<file path="config.mk">
export PLATFORM = sky130hd
export DESIGN_NAME = sd_cmd_ctrl
export DESIGN_NICKNAME = d
export VERILOG_FILES = /design/src/rtl/sdc_pkg.sv /design/src/rtl/sdc_launch.sv /design/src/rtl/sdc_resp_eval.sv /design/src/rtl/sdc_status.sv /design/src/rtl/sd_cmd_ctrl.sv
export SDC_FILE = /design/constraint.sdc
export NUM_CORES = 1
export LEC_CHECK = 0
export BUFFER_PORTS_ARGS = -buffer_cell sky130_fd_sc_hd__clkbuf_2
export CORE_MARGIN = 1.5
export CORE_UTILIZATION = 49
export CTS_BUF_LIST = sky130_fd_sc_hd__clkbuf_8
export CTS_CLUSTER_DIAMETER = 50
export DETAILED_ROUTE_END_ITERATION = 6
export PLACE_DENSITY = 0.85
export SLEW_MARGIN = 20
export SYNTH_ARGS = -nofsm -noshare
export SYNTH_HDL_FRONTEND = slang
export SYNTH_SLANG_ARGS = --single-unit
</file>
<file path="constraint.sdc">
create_clock -name clk -period 1.7 [get_ports clk]
set_clock_uncertainty 0.05 [all_clocks]
set_input_delay 0.085 -clock clk [delete_from_list [all_inputs] [get_ports clk]]
set_output_delay 0.085 -clock clk [all_outputs]
set_load 0.01 [all_outputs]
</file>
<file path="src/rtl/sdc_pkg.sv">
package sdc_pkg;
   localparam int CMD_W  = 16;
   localparam int WORD_W = 32;
   localparam int IDX_W  = 6;

   localparam logic [7:0] OFS_CMD = 8'h00;
   localparam logic [7:0] OFS_ARG = 8'h04;
   localparam logic [7:0] OFS_TMO = 8'h08;
   localparam logic [7:0] OFS_DIV = 8'h0C;
   localparam logic [7:0] OFS_RSP = 8'h10;
   localparam logic [7:0] OFS_STS = 8'h20;
   localparam logic [7:0] OFS_CFG = 8'h24;

   localparam int CB_GO    = 15;
   localparam int CB_FAIL  = 14;
   localparam int CB_BUSYW = 11;
   localparam int CB_NORSP = 10;
   localparam int CB_LONG  = 9;

   localparam int SB_TMO    = 6;
   localparam int SB_BUSY   = 10;
   localparam int SB_IRQ_LO = 8;
   localparam int SB_IRQ_HI = 10;

   localparam int CF_BUSYEN = 10;

   typedef enum logic {LS_IDLE, LS_WAIT} launch_st_t;
endpackage

</file>
<file path="src/rtl/sdc_launch.sv">
module sdc_launch
   import sdc_pkg::*;
(
   input  logic clk,
   input  logic rst_n,
   input  logic go,
   input  logic card_ack,
   output logic card_req,
   output logic busy,
   output logic done
);
   launch_st_t st_q;

   always_ff @(posedge clk) begin
      if (!rst_n) begin
         st_q <= LS_IDLE;
      end else begin
         case (st_q)
            LS_IDLE: if (go) st_q <= LS_WAIT;
            LS_WAIT: if (card_ack) st_q <= LS_IDLE;
            default: st_q <= LS_IDLE;
         endcase
      end
   end

   assign busy     = (st_q == LS_WAIT);
   assign card_req = busy;
   assign done     = busy && card_ack;


   launch_next_chk: assert property (@(posedge clk) disable iff (!rst_n)
      go && !busy |=> card_req);

   req_hold_chk: assert property (@(posedge clk) disable iff (!rst_n)
      card_req && !card_ack |=> card_req);

   req_drop_chk: assert property (@(posedge clk) disable iff (!rst_n)
      card_req && card_ack |=> !card_req);
endmodule

</file>
<file path="src/rtl/sdc_resp_eval.sv">
module sdc_resp_eval
   import sdc_pkg::*;
#(
   parameter int RSP_WORDS = 4,
   parameter int LEN_W     = 5
) (
   input  logic                              want,
   input  logic                              long_cmd,
   input  logic [LEN_W-1:0]                  len,
   input  logic [RSP_WORDS*WORD_W-1:0]       bytes_i,
   output logic                              fail,
   output logic [RSP_WORDS-1:0][WORD_W-1:0]  words
);
   localparam int SHORT_LEN = 4;
   localparam int LONG_LEN  = 4 * RSP_WORDS;

   logic is_short, is_long;
   assign is_short = (len == LEN_W'(SHORT_LEN));
   assign is_long  = (len == LEN_W'(LONG_LEN));
   assign fail     = want && ((is_short && long_cmd) || (!is_short && !is_long));

   for (genvar k = 0; k < RSP_WORDS; k++) begin : g_word
      localparam int G = RSP_WORDS - 1 - k;
      logic [WORD_W-1:0] long_w, short_w;
      assign long_w = {bytes_i[8*(4*G)+:8],   bytes_i[8*(4*G+1)+:8],
                       bytes_i[8*(4*G+2)+:8], bytes_i[8*(4*G+3)+:8]};
      if (k == 0) begin : g_low
         assign short_w = {bytes_i[0+:8], bytes_i[8+:8], bytes_i[16+:8], bytes_i[24+:8]};
      end else begin : g_high
         assign short_w = '0;
      end
      assign words[k] = is_short ? short_w : long_w;
   end
endmodule

</file>
<file path="src/rtl/sdc_status.sv">
module sdc_status
   import sdc_pkg::*;
#(
   parameter int STS_W = 11
) (
   input  logic             clk,
   input  logic             rst_n,
   input  logic [STS_W-1:0] clr_mask,
   input  logic [STS_W-1:0] set_mask,
   output logic [STS_W-1:0] sts,
   output logic             irq_o
);
   always_ff @(posedge clk) begin
      if (!rst_n) sts <= '0;
      else        sts <= (sts & ~clr_mask) | set_mask;
   end

   assign irq_o = |sts[SB_IRQ_HI:SB_IRQ_LO];


   w1c_clear_chk: assert property (@(posedge clk) disable iff (!rst_n)
      1'b1 |=> ((sts & $past(clr_mask & ~set_mask)) == '0));

   irq_cause_chk: assert property (@(posedge clk) disable iff (!rst_n)
      $rose(irq_o) |-> $past(|set_mask[SB_IRQ_HI:SB_IRQ_LO]));
endmodule

</file>
<file path="src/rtl/sd_cmd_ctrl.sv">
module sd_cmd_ctrl
   import sdc_pkg::*;
#(
   parameter int ADDR_W    = 8,
   parameter int RSP_WORDS = 4,
   parameter int LEN_W     = 5,
   parameter int STS_W     = 11,
   parameter int CFG_W     = 11
) (
   input  logic                        clk,
   input  logic                        rst_n,
   input  logic                        bus_we,
   input  logic [ADDR_W-1:0]           bus_addr,
   input  logic [WORD_W-1:0]           bus_wdata,
   output logic [WORD_W-1:0]           bus_rdata,
   output logic                        card_req,
   output logic [IDX_W-1:0]            card_idx,
   output logic [WORD_W-1:0]           card_arg,
   input  logic                        card_ack,
   input  logic [LEN_W-1:0]            card_len,
   input  logic [RSP_WORDS*WORD_W-1:0] card_rsp,
   output logic                        irq_o
);
   localparam int RSP_BYTES = 4 * RSP_WORDS;

   if (ADDR_W < 6) begin : g_bad_addr
      $error("ADDR_W too small for the register map");
   end
   if (RSP_WORDS < 2 || RSP_WORDS > 4) begin : g_bad_words
      $error("RSP_WORDS must lie in 2..4");
   end
   if (RSP_BYTES >= (1 << LEN_W)) begin : g_bad_len
      $error("LEN_W cannot encode a long response length");
   end
   if (STS_W <= SB_IRQ_HI || CFG_W <= CF_BUSYEN) begin : g_bad_sts
      $error("status and configuration must hold bit 10");
   end

   logic [CMD_W-1:0]                 cmd_q;
   logic [WORD_W-1:0]                arg_q;
   logic [CFG_W-1:0]                 cfg_q;
   logic [RSP_WORDS-1:0][WORD_W-1:0] rsp_q;
   logic [RSP_WORDS-1:0][WORD_W-1:0] rsp_new;
   logic [STS_W-1:0]                 sts, clr_mask, set_mask;
   logic                             busy, done, fail, go;
   logic                             wr_cmd, wr_arg, wr_cfg, wr_sts;

   assign wr_cmd = bus_we && (bus_addr == ADDR_W'(OFS_CMD));
   assign wr_arg = bus_we && (bus_addr == ADDR_W'(OFS_ARG));
   assign wr_cfg = bus_we && (bus_addr == ADDR_W'(OFS_CFG));
   assign wr_sts = bus_we && (bus_addr == ADDR_W'(OFS_STS));
   assign go     = wr_cmd && bus_wdata[CB_GO] && !busy;

   sdc_launch u_launch (
      .clk(clk), .rst_n(rst_n), .go(go), .card_ack(card_ack),
      .card_req(card_req), .busy(busy), .done(done)
   );

   sdc_resp_eval #(.RSP_WORDS(RSP_WORDS), .LEN_W(LEN_W)) u_eval (
      .want(!cmd_q[CB_NORSP]), .long_cmd(cmd_q[CB_LONG]), .len(card_len),
      .bytes_i(card_rsp), .fail(fail), .words(rsp_new)
   );

   always_comb begin
      set_mask = '0;
      if (done && fail) set_mask[SB_TMO] = 1'b1;
      if (done && !fail && cmd_q[CB_BUSYW] && cfg_q[CF_BUSYEN]) set_mask[SB_BUSY] = 1'b1;
   end
   assign clr_mask = wr_sts ? bus_wdata[STS_W-1:0] : '0;

   sdc_status #(.STS_W(STS_W)) u_status (
      .clk(clk), .rst_n(rst_n), .clr_mask(clr_mask), .set_mask(set_mask),
      .sts(sts), .irq_o(irq_o)
   );

   always_ff @(posedge clk) begin
      if (!rst_n) begin
         cmd_q <= '0;
         arg_q <= '0;
         cfg_q <= '0;
         rsp_q <= '0;
      end else begin
         if (wr_cmd && !busy) begin
            cmd_q <= bus_wdata[CMD_W-1:0];
         end else if (done) begin
            cmd_q[CB_GO] <= 1'b0;
            if (fail) cmd_q[CB_FAIL] <= 1'b1;
         end
         if (wr_arg && !busy) arg_q <= bus_wdata;
         if (wr_cfg) cfg_q <= bus_wdata[CFG_W-1:0];
         if (done && !fail && !cmd_q[CB_NORSP]) rsp_q <= rsp_new;
      end
   end

   assign card_idx = cmd_q[IDX_W-1:0];
   assign card_arg = arg_q;

   always_comb begin
      bus_rdata = '0;
      if (bus_addr == ADDR_W'(OFS_CMD)) bus_rdata = WORD_W'(cmd_q);
      if (bus_addr == ADDR_W'(OFS_ARG)) bus_rdata = arg_q;
      if (bus_addr == ADDR_W'(OFS_CFG)) bus_rdata = WORD_W'(cfg_q);
      if (bus_addr == ADDR_W'(OFS_STS)) bus_rdata = WORD_W'(sts);
      for (int k = 0; k < RSP_WORDS; k++) begin
         if (bus_addr == ADDR_W'(int'(OFS_RSP) + 4 * k)) bus_rdata = rsp_q[k];
      end
   end


   go_clear_chk: assert property (@(posedge clk) disable iff (!rst_n)
      done |=> !cmd_q[CB_GO]);

   fail_flag_chk: assert property (@(posedge clk) disable iff (!rst_n)
      done && fail |=> cmd_q[CB_FAIL] && sts[SB_TMO]);

   norsp_keep_chk: assert property (@(posedge clk) disable iff (!rst_n)
      done && cmd_q[CB_NORSP] |=> rsp_q == $past(rsp_q));

   req_stable_chk: assert property (@(posedge clk) disable iff (!rst_n)
      card_req && !card_ack |=> $stable(card_idx) && $stable(card_arg));
endmodule

</file>
* After elaboration in Yosys (flattened, before gate mapping)
Index checks and enable logic that the tools add are counted.
Widths: inputs -> output; s select.
** Storage, ports and cells
- Word-level logic and storage cells :: 73
- Input bits :: 177
- Output and inout port bits :: 72
- Flip-flop bits (word level) :: 199
** Operators by class
- Equal/unequal tests :: 9
- Bitwise gates (word level) :: 4
- Multiplexer cells :: 21
- Reductions and logical operators :: 28
** Operator list (number)
- $mux 32 :: 11
- $eq 8x5->1 const B :: 4
- $logic_and 1x1->1 :: 17
- $eq 8x6->1 const B :: 2
- $mux 16 :: 1
- $and 11x11->11 :: 1
- $mux 11 :: 1
- $not 11->11 :: 1
- $or 11x11->11 :: 1
- $eq 8x3->1 const B :: 1
- $logic_not 8->1 :: 1
- $eq 5x3->1 const B :: 1
- $eq 5x5->1 const B :: 1
- $logic_not 1->1 :: 5
- $mux 1 :: 5
- $mux 2 :: 2
- $reduce_bool 2->1 :: 2
- $reduce_or 3->1 :: 1
- $pmux 1 s2 :: 1
- $reduce_and 2->1 :: 1
- $logic_or 1x1->1 :: 1
- $not 1->1 :: 1

* Longest topological paths before layout
- Word-level depth :: 11
- Depth in mapped cells :: 8
- Mapped depth without buffers :: 4

* Cells and area by module
From an unflattened synthesis, not the netlist that was laid out.
** Second synthesis, totals
- Cells, all modules :: 1248
- Area, all modules :: 10458.8 um^2
** By module, submodules not included
- sd_cmd_ctrl :: cells each 1060, area each 8834.7 um^2, seq. area each 3743.6 um^2, instances 1
- sdc_resp_eval :: cells each 147, area each 1172.4 um^2, seq. area each 0.0 um^2, instances 1
- sdc_status :: cells each 35, area each 385.4 um^2, seq. area each 220.2 um^2, instances 1
- sdc_launch :: cells each 6, area each 66.3 um^2, seq. area each 20.0 um^2, instances 1

* Least setup slack after synthesis
OpenSTA, ideal clock, no wires.
- Kind :: register to register
- Start point :: register cmd_q[9]
- End point :: register rsp_q[10] (netlist bit)
- Buffers on the path :: 3
- Stages on the path, launching flop included :: 7
- Data required time :: 1.508 ns
- Data arrival time :: 1.654 ns
- Path slack :: -0.145 ns
- Period minus slack after synthesis :: 1.845 ns
- Library setup time :: 0.142 ns
- Cell sequence :: dfxtp_1 -> or3b_4 -> a2111oi_4 -> buf_6 -> buf_4 -> buf_2 -> a211oi_1
** Between the ends
- Cells in the longest elaborated chain, start to end :: 6
** Ends and longest elaborated chain
- from (decl) :: line sd_cmd_ctrl.sv:39 : logic [CMD_W-1:0] cmd_q;
- from (signal assigned) :: line sd_cmd_ctrl.sv:84 : cmd_q <= bus_wdata[CMD_W-1:0];
- $logic_and 1x1->1 :: line sdc_resp_eval.sv:20 : assign fail = want && ((is_short && long_cmd) || (!is_short && !is_long));
- $logic_or 1x1->1 :: line sdc_resp_eval.sv:20
- $logic_and 1x1->1 :: line sdc_resp_eval.sv:20
- $logic_not 1->1 :: line sd_cmd_ctrl.sv:91 : if (done && !fail && !cmd_q[CB_NORSP]) rsp_q <= rsp_new;
- $logic_and 1x1->1 (2 in series) :: line sd_cmd_ctrl.sv:91
- to (signal assigned) :: line sd_cmd_ctrl.sv:91
- to (decl) :: line sd_cmd_ctrl.sv:42 : logic [RSP_WORDS-1:0][WORD_W-1:0] rsp_q;
No other way between the ends.
A chain may end at the register's enable or synchronous reset.

* Worst setup path in the final report
- Start point :: register cmd_q[9]
- End point :: register rsp_q[25] (netlist bit)
Same word-level chain as after synthesis.

==> impl_table.tex <==
\begin{tabular}{lr}
\hline
Metric & Value \\
\hline
\multicolumn{2}{l}{\textbf{Power}} \\
Power share of the sequential group & between 40\% and 50\% \\
Power Dens Cells & 586 nW/um\^{}2 \\
Net switching fraction of the power & between 20\% and 30\% \\
Highest ir drop seen on vdd & 526 uV \\
Switching power & 2.67 mW \\
Fraction of power consumed by the clock network & 36.1\% \\
Internal cell power & 6.72 mW \\
Leakage & 6.46 nW \\
Logic gate share of total power & between 10\% and 20\% \\
\multicolumn{2}{l}{\textbf{Setup path}} \\
Count of cells along the worst register-to-register path & 8 \\
Endpoint of the most critical register-to-register path & rsp\_q[25] \\
CP startpoint & cmd\_q[9] \\
Critical-path maximum fanout & 5 \\
List of cells traversed by the critical path & or3b\_4 > a2111oi\_4 > buf\_6 > buf\_12 > buf\_12 > buf\_12 > nor2\_1 > a211oi\_1 \\
Reg2reg setup slack & -0.49 ns \\
Worst setup path endpoint & rsp\_q[25] \\
Kind of critical path & reg -> reg \\
Critical path launch point type & register \\
Library cell appearing most often on the critical path & sky130\_fd\_sc\_hd\_\_buf\_12 \\
Highest cell delay on the worst timing path & 0.42 ns \\
R2R Path Start & cmd\_q[9] \\
Data arrival time of the worst path & 2.54 ns \\
Required @ worst endpoint & 2.05 ns \\
CP max stage cell & sky130\_fd\_sc\_hd\_\_or3b\_4 \\
Sort of element at the end of the critical path & register \\
\multicolumn{2}{l}{\textbf{Synthesis}} \\
Number of enable-type register cells in the synthesized netlist & 0 \\
Top post-synthesis cells by count & sky130\_fd\_sc\_hd\_\_nand2\_1, sky130\_fd\_sc\_hd\_\_dfxtp\_1, sky130\_fd\_sc\_hd\_\_o21ai\_0 \\
Post-synthesis average cell area & a little over 8 um\^{}2 \\
Register bit total from synthesis & 199 \\
Synthesized cell area & 9230 um\^{}2 \\
Sequential element share of the synthesized area & 43.1\% \\
Share of async-settable or async-resettable flops after synthesis & 0\% \\
Cell count after synthesis & 1125 \\
Most area-consuming cells after synthesis & sky130\_fd\_sc\_hd\_\_dfxtp\_1, sky130\_fd\_sc\_hd\_\_nand2\_1, sky130\_fd\_sc\_hd\_\_mux2i\_1 \\
Library cell occupying the most area in the post-synthesis netlist & sky130\_fd\_sc\_hd\_\_dfxtp\_1 \\
Most frequent cell after synthesis & sky130\_fd\_sc\_hd\_\_nand2\_1 \\
Dominant synthesized flop cell & sky130\_fd\_sc\_hd\_\_dfxtp\_1 \\
Count of distinct cell types in the synthesized netlist & 52 \\
Area share of the leading cell type in the synthesized netlist & between 40\% and 50\% \\
Total nets after synthesis & 1302 \\
Synthesis Warnings & 0 \\
\multicolumn{2}{l}{\textbf{Timing}} \\
Total of endpoints with negative setup slack in the final report & 160 \\
Share of the cycle needed by the critical path after routing & 129\% \\
Max Freq & about 0.46 GHz \\
Setup repair after global routing missed its margin & true \\
Fin crit period & roughly 2.2 ns \\
Post-route worst hold slack & about 0.037 ns \\
Number of hold violations in the final report & 0 \\
Setup WS post-layout & -0.494 ns \\
Max-slew violations & 0 \\
Remaining max-slew budget at the tightest pin & 44.3\% \\
Worst-margin pin slew & 0.812 ns \\
\multicolumn{2}{l}{\textbf{Clock network}} \\
Number of clock sinks & 199 \\
Count of H-tree levels built during CTS & 4 \\
CTS max path bufs & 2 \\
Number of buffers inserted during clock tree synthesis & 17 \\
CTS root buffer & sky130\_fd\_sc\_hd\_\_clkbuf\_8 \\
CTS tree & done \\
Clock transition at the registers of the reported paths & 0.11 ns \\
Worst skew pair latency & 0.48 ns \\
\multicolumn{2}{l}{\textbf{Global routing}} \\
Number of antenna violations at the first check in global routing & 2 \\
Number of global-route vias before repair & 12.5k \\
GR Layer Usage met1 & 47.5\% \\
Pin count of the biggest net entering global routing & 66 \\
Met3 track demand over resource & $\sim$11\% \\
Met2 capacity usage during global routing & between 70\% and 80\% \\
Wire length of the first global-routing pass & 68.6 mm \\
Most utilized layer in the global route result & met2 \\
All-layer global routing usage & 45.5\% \\
Sum of overflow across all layers after global routing & 0 \\
\multicolumn{2}{l}{\textbf{Drt}} \\
Average via count per standard cell & 6.71 \\
Drt pass-1 iters & 6 \\
Vias post-DR & between 10k and 15k \\
Post-DRT Antenna Nets & 0 \\
Final routed wire length divided by cell count & 26.8 um \\
Remaining DRCs & 0 \\
Total wire length & roughly 50 mm \\
DRC marker count from the first detailed-route iteration & roughly 1.5k \\
\multicolumn{2}{l}{\textbf{Flow run}} \\
MaxCap Viol Count & 0 \\
\multicolumn{2}{l}{\textbf{Die}} \\
Horizontal die dimension & 140 um \\
Std-Cell Rows & 50 \\
Core footprint & around 19000 um\^{}2 \\
Initial standard-cell utilization of the core & 49.7\% \\
Die ar. & 19700 um\^{}2 \\
IO Pins & 249 \\
Die Span Y & 140 um \\
\multicolumn{2}{l}{\textbf{Placed design}} \\
Number of instances in the placed design & 1575 \\
Count of input and output buffers & 248 \\
Detailed placement HPWL & 21.2 mm \\
Cell area reported after detailed placement & 11100 um\^{}2 \\
Final weighted congestion in routability-driven placement & 0.923 \\
Placement-stage worst setup slack & -0.370 ns \\
\multicolumn{2}{l}{\textbf{Final layout}} \\
Filler cell count in the final layout & 835 \\
Final \#Nets & 1794 \\
Core Util, Final & a little under nine tenths \\
Final Non-Filler Cells & about 1.9k \\
Share of cells above drive strength 1 & 46.9\% \\
Signed area change from the synthesized netlist to the final layout & 73.8\% \\
Design Area, Final & 16000 um\^{}2 \\
\multicolumn{2}{l}{\textbf{Hold path}} \\
Classification of the worst-slack hold path & in -> reg \\
\multicolumn{2}{l}{\textbf{Status}} \\
Status & complete, but fails checks \\
Failing checks & setup timing \\
\hline
\end{tabular}
## metal layers
| layer | vias to the layer above | wire (um) |
|---|---|---|
| met1 | 5720 | 15600 |
| li1 | 4978 | - |
| met4 | 0 | 5750 |
| met2 | 1298 | 23000 |
| met3 | 527 | 5750 |
| met5 | - | 0 |
## logic make-up after synthesis
logic type,after synthesis,share of synthesized area [%]
AND/OR/NAND/NOR,441,21.6
multiplexers,87,10.2
flip-flops,199,43.1
AO/OA/AOI/OAI,288,19.4
buffers and inverters,110,5.61
## cells in the final DEF (no fill, tap or decap), types with 28 or more instances in the layout
cell type                         n
sky130_fd_sc_hd__nand3_2         42
sky130_fd_sc_hd__a211oi_2        28
sky130_fd_sc_hd__a21oi_1         76
sky130_fd_sc_hd__o21ai_2         39
sky130_fd_sc_hd__nand3_1         38
sky130_fd_sc_hd__dfxtp_1        150
sky130_fd_sc_hd__dfxtp_2         45
sky130_fd_sc_hd__mux2i_1         57
sky130_fd_sc_hd__buf_12          38
sky130_fd_sc_hd__nand2_1        211
sky130_fd_sc_hd__o21ai_1         50
sky130_fd_sc_hd__clkbuf_2       230
sky130_fd_sc_hd__buf_4           85
sky130_fd_sc_hd__dlygate4sd3_1  161
sky130_fd_sc_hd__nor2_1          47
## power by group through the flow
| stage | Combinational, mW | Sequential [mW] | Clock (mW) |
|---|---|---|---|
| 2_1_floorplan | 0.333 | 4.77 | 0 |
| 3_5_place_dp | 0.776 | 4.77 | 0 |
| 3_3_place_gp | 0.775 | 4.77 | 0 |
| 6_report | 1.34 | 4.66 | 3.40 |
| 4_1_cts | 1.13 | 4.66 | 3.31 |
| 5_1_grt | 1.39 | 4.66 | 3.52 |
## critical path, delay by kind of cell (launching register included)
| kind | cells | cell delay, ns |
|---|---|---|
| buffers and inverters | 4 | 0.60 |
| AOI/OAI and AO/OA | 2 | 0.62 |
| DFF | 1 | 0.36 |
| and+or+nand+nor | 2 | 0.48 |
## worst min-delay path by stage
stage,startpoint,end,slack (ns),depth (start not counted)
after floorplan,bus_wdata[5],u_status.sts[5],0.12,1
after global placement,card_rsp[67],rsp_q[59],0.25,3
after detailed placement,card_rsp[71],rsp_q[63],0.26,3
after CTS,card_rsp[119],rsp_q[15],0.02,3
after global routing,bus_addr[7],u_status.sts[7],0.02,4
final,bus_addr[7],u_status.sts[7],0.04,4
## metrics by stage
step                      setup TNS (ns)  total power [mW]
after floorplan                   -15.44              5.10
after global routing              -52.27              9.56
after detailed placement          -35.14              5.55
final                             -47.47              9.40
after CTS                         -31.76              9.10
after global placement            -23.85              5.54
## repair_timing
item	4_1_cts	5_1_grt
setup endpoints to repair	158	160
gates resized for setup	317	215
pin swaps	101	48
hold buffers	161	0
setup buffers	50	32
cloned	28	5
hold endpoints to repair	198	0
## state kept, by name, indices dropped and copies added, names as in the netlist
name / flops
cmd_q: 16
rsp_q: 128
cfg_q: 11
u_launch.busy: 1
u_status.sts: 11
card_arg: 32
## cell type report
cell class                 instances  area (um^2)  area share [%]
multi-input combinational        816         6090            37.9
timing repair buffer             581         5170            32.2
sequential                       199         4060            25.3
tap                              234          293            1.82
clock buffer                      19          262            1.63
clock inverter                    13          160           0.998
inverter                           2         7.51          0.0468
antenna                            3         7.51          0.0468
Note: power is estimated with default switching activity, not from simulation.
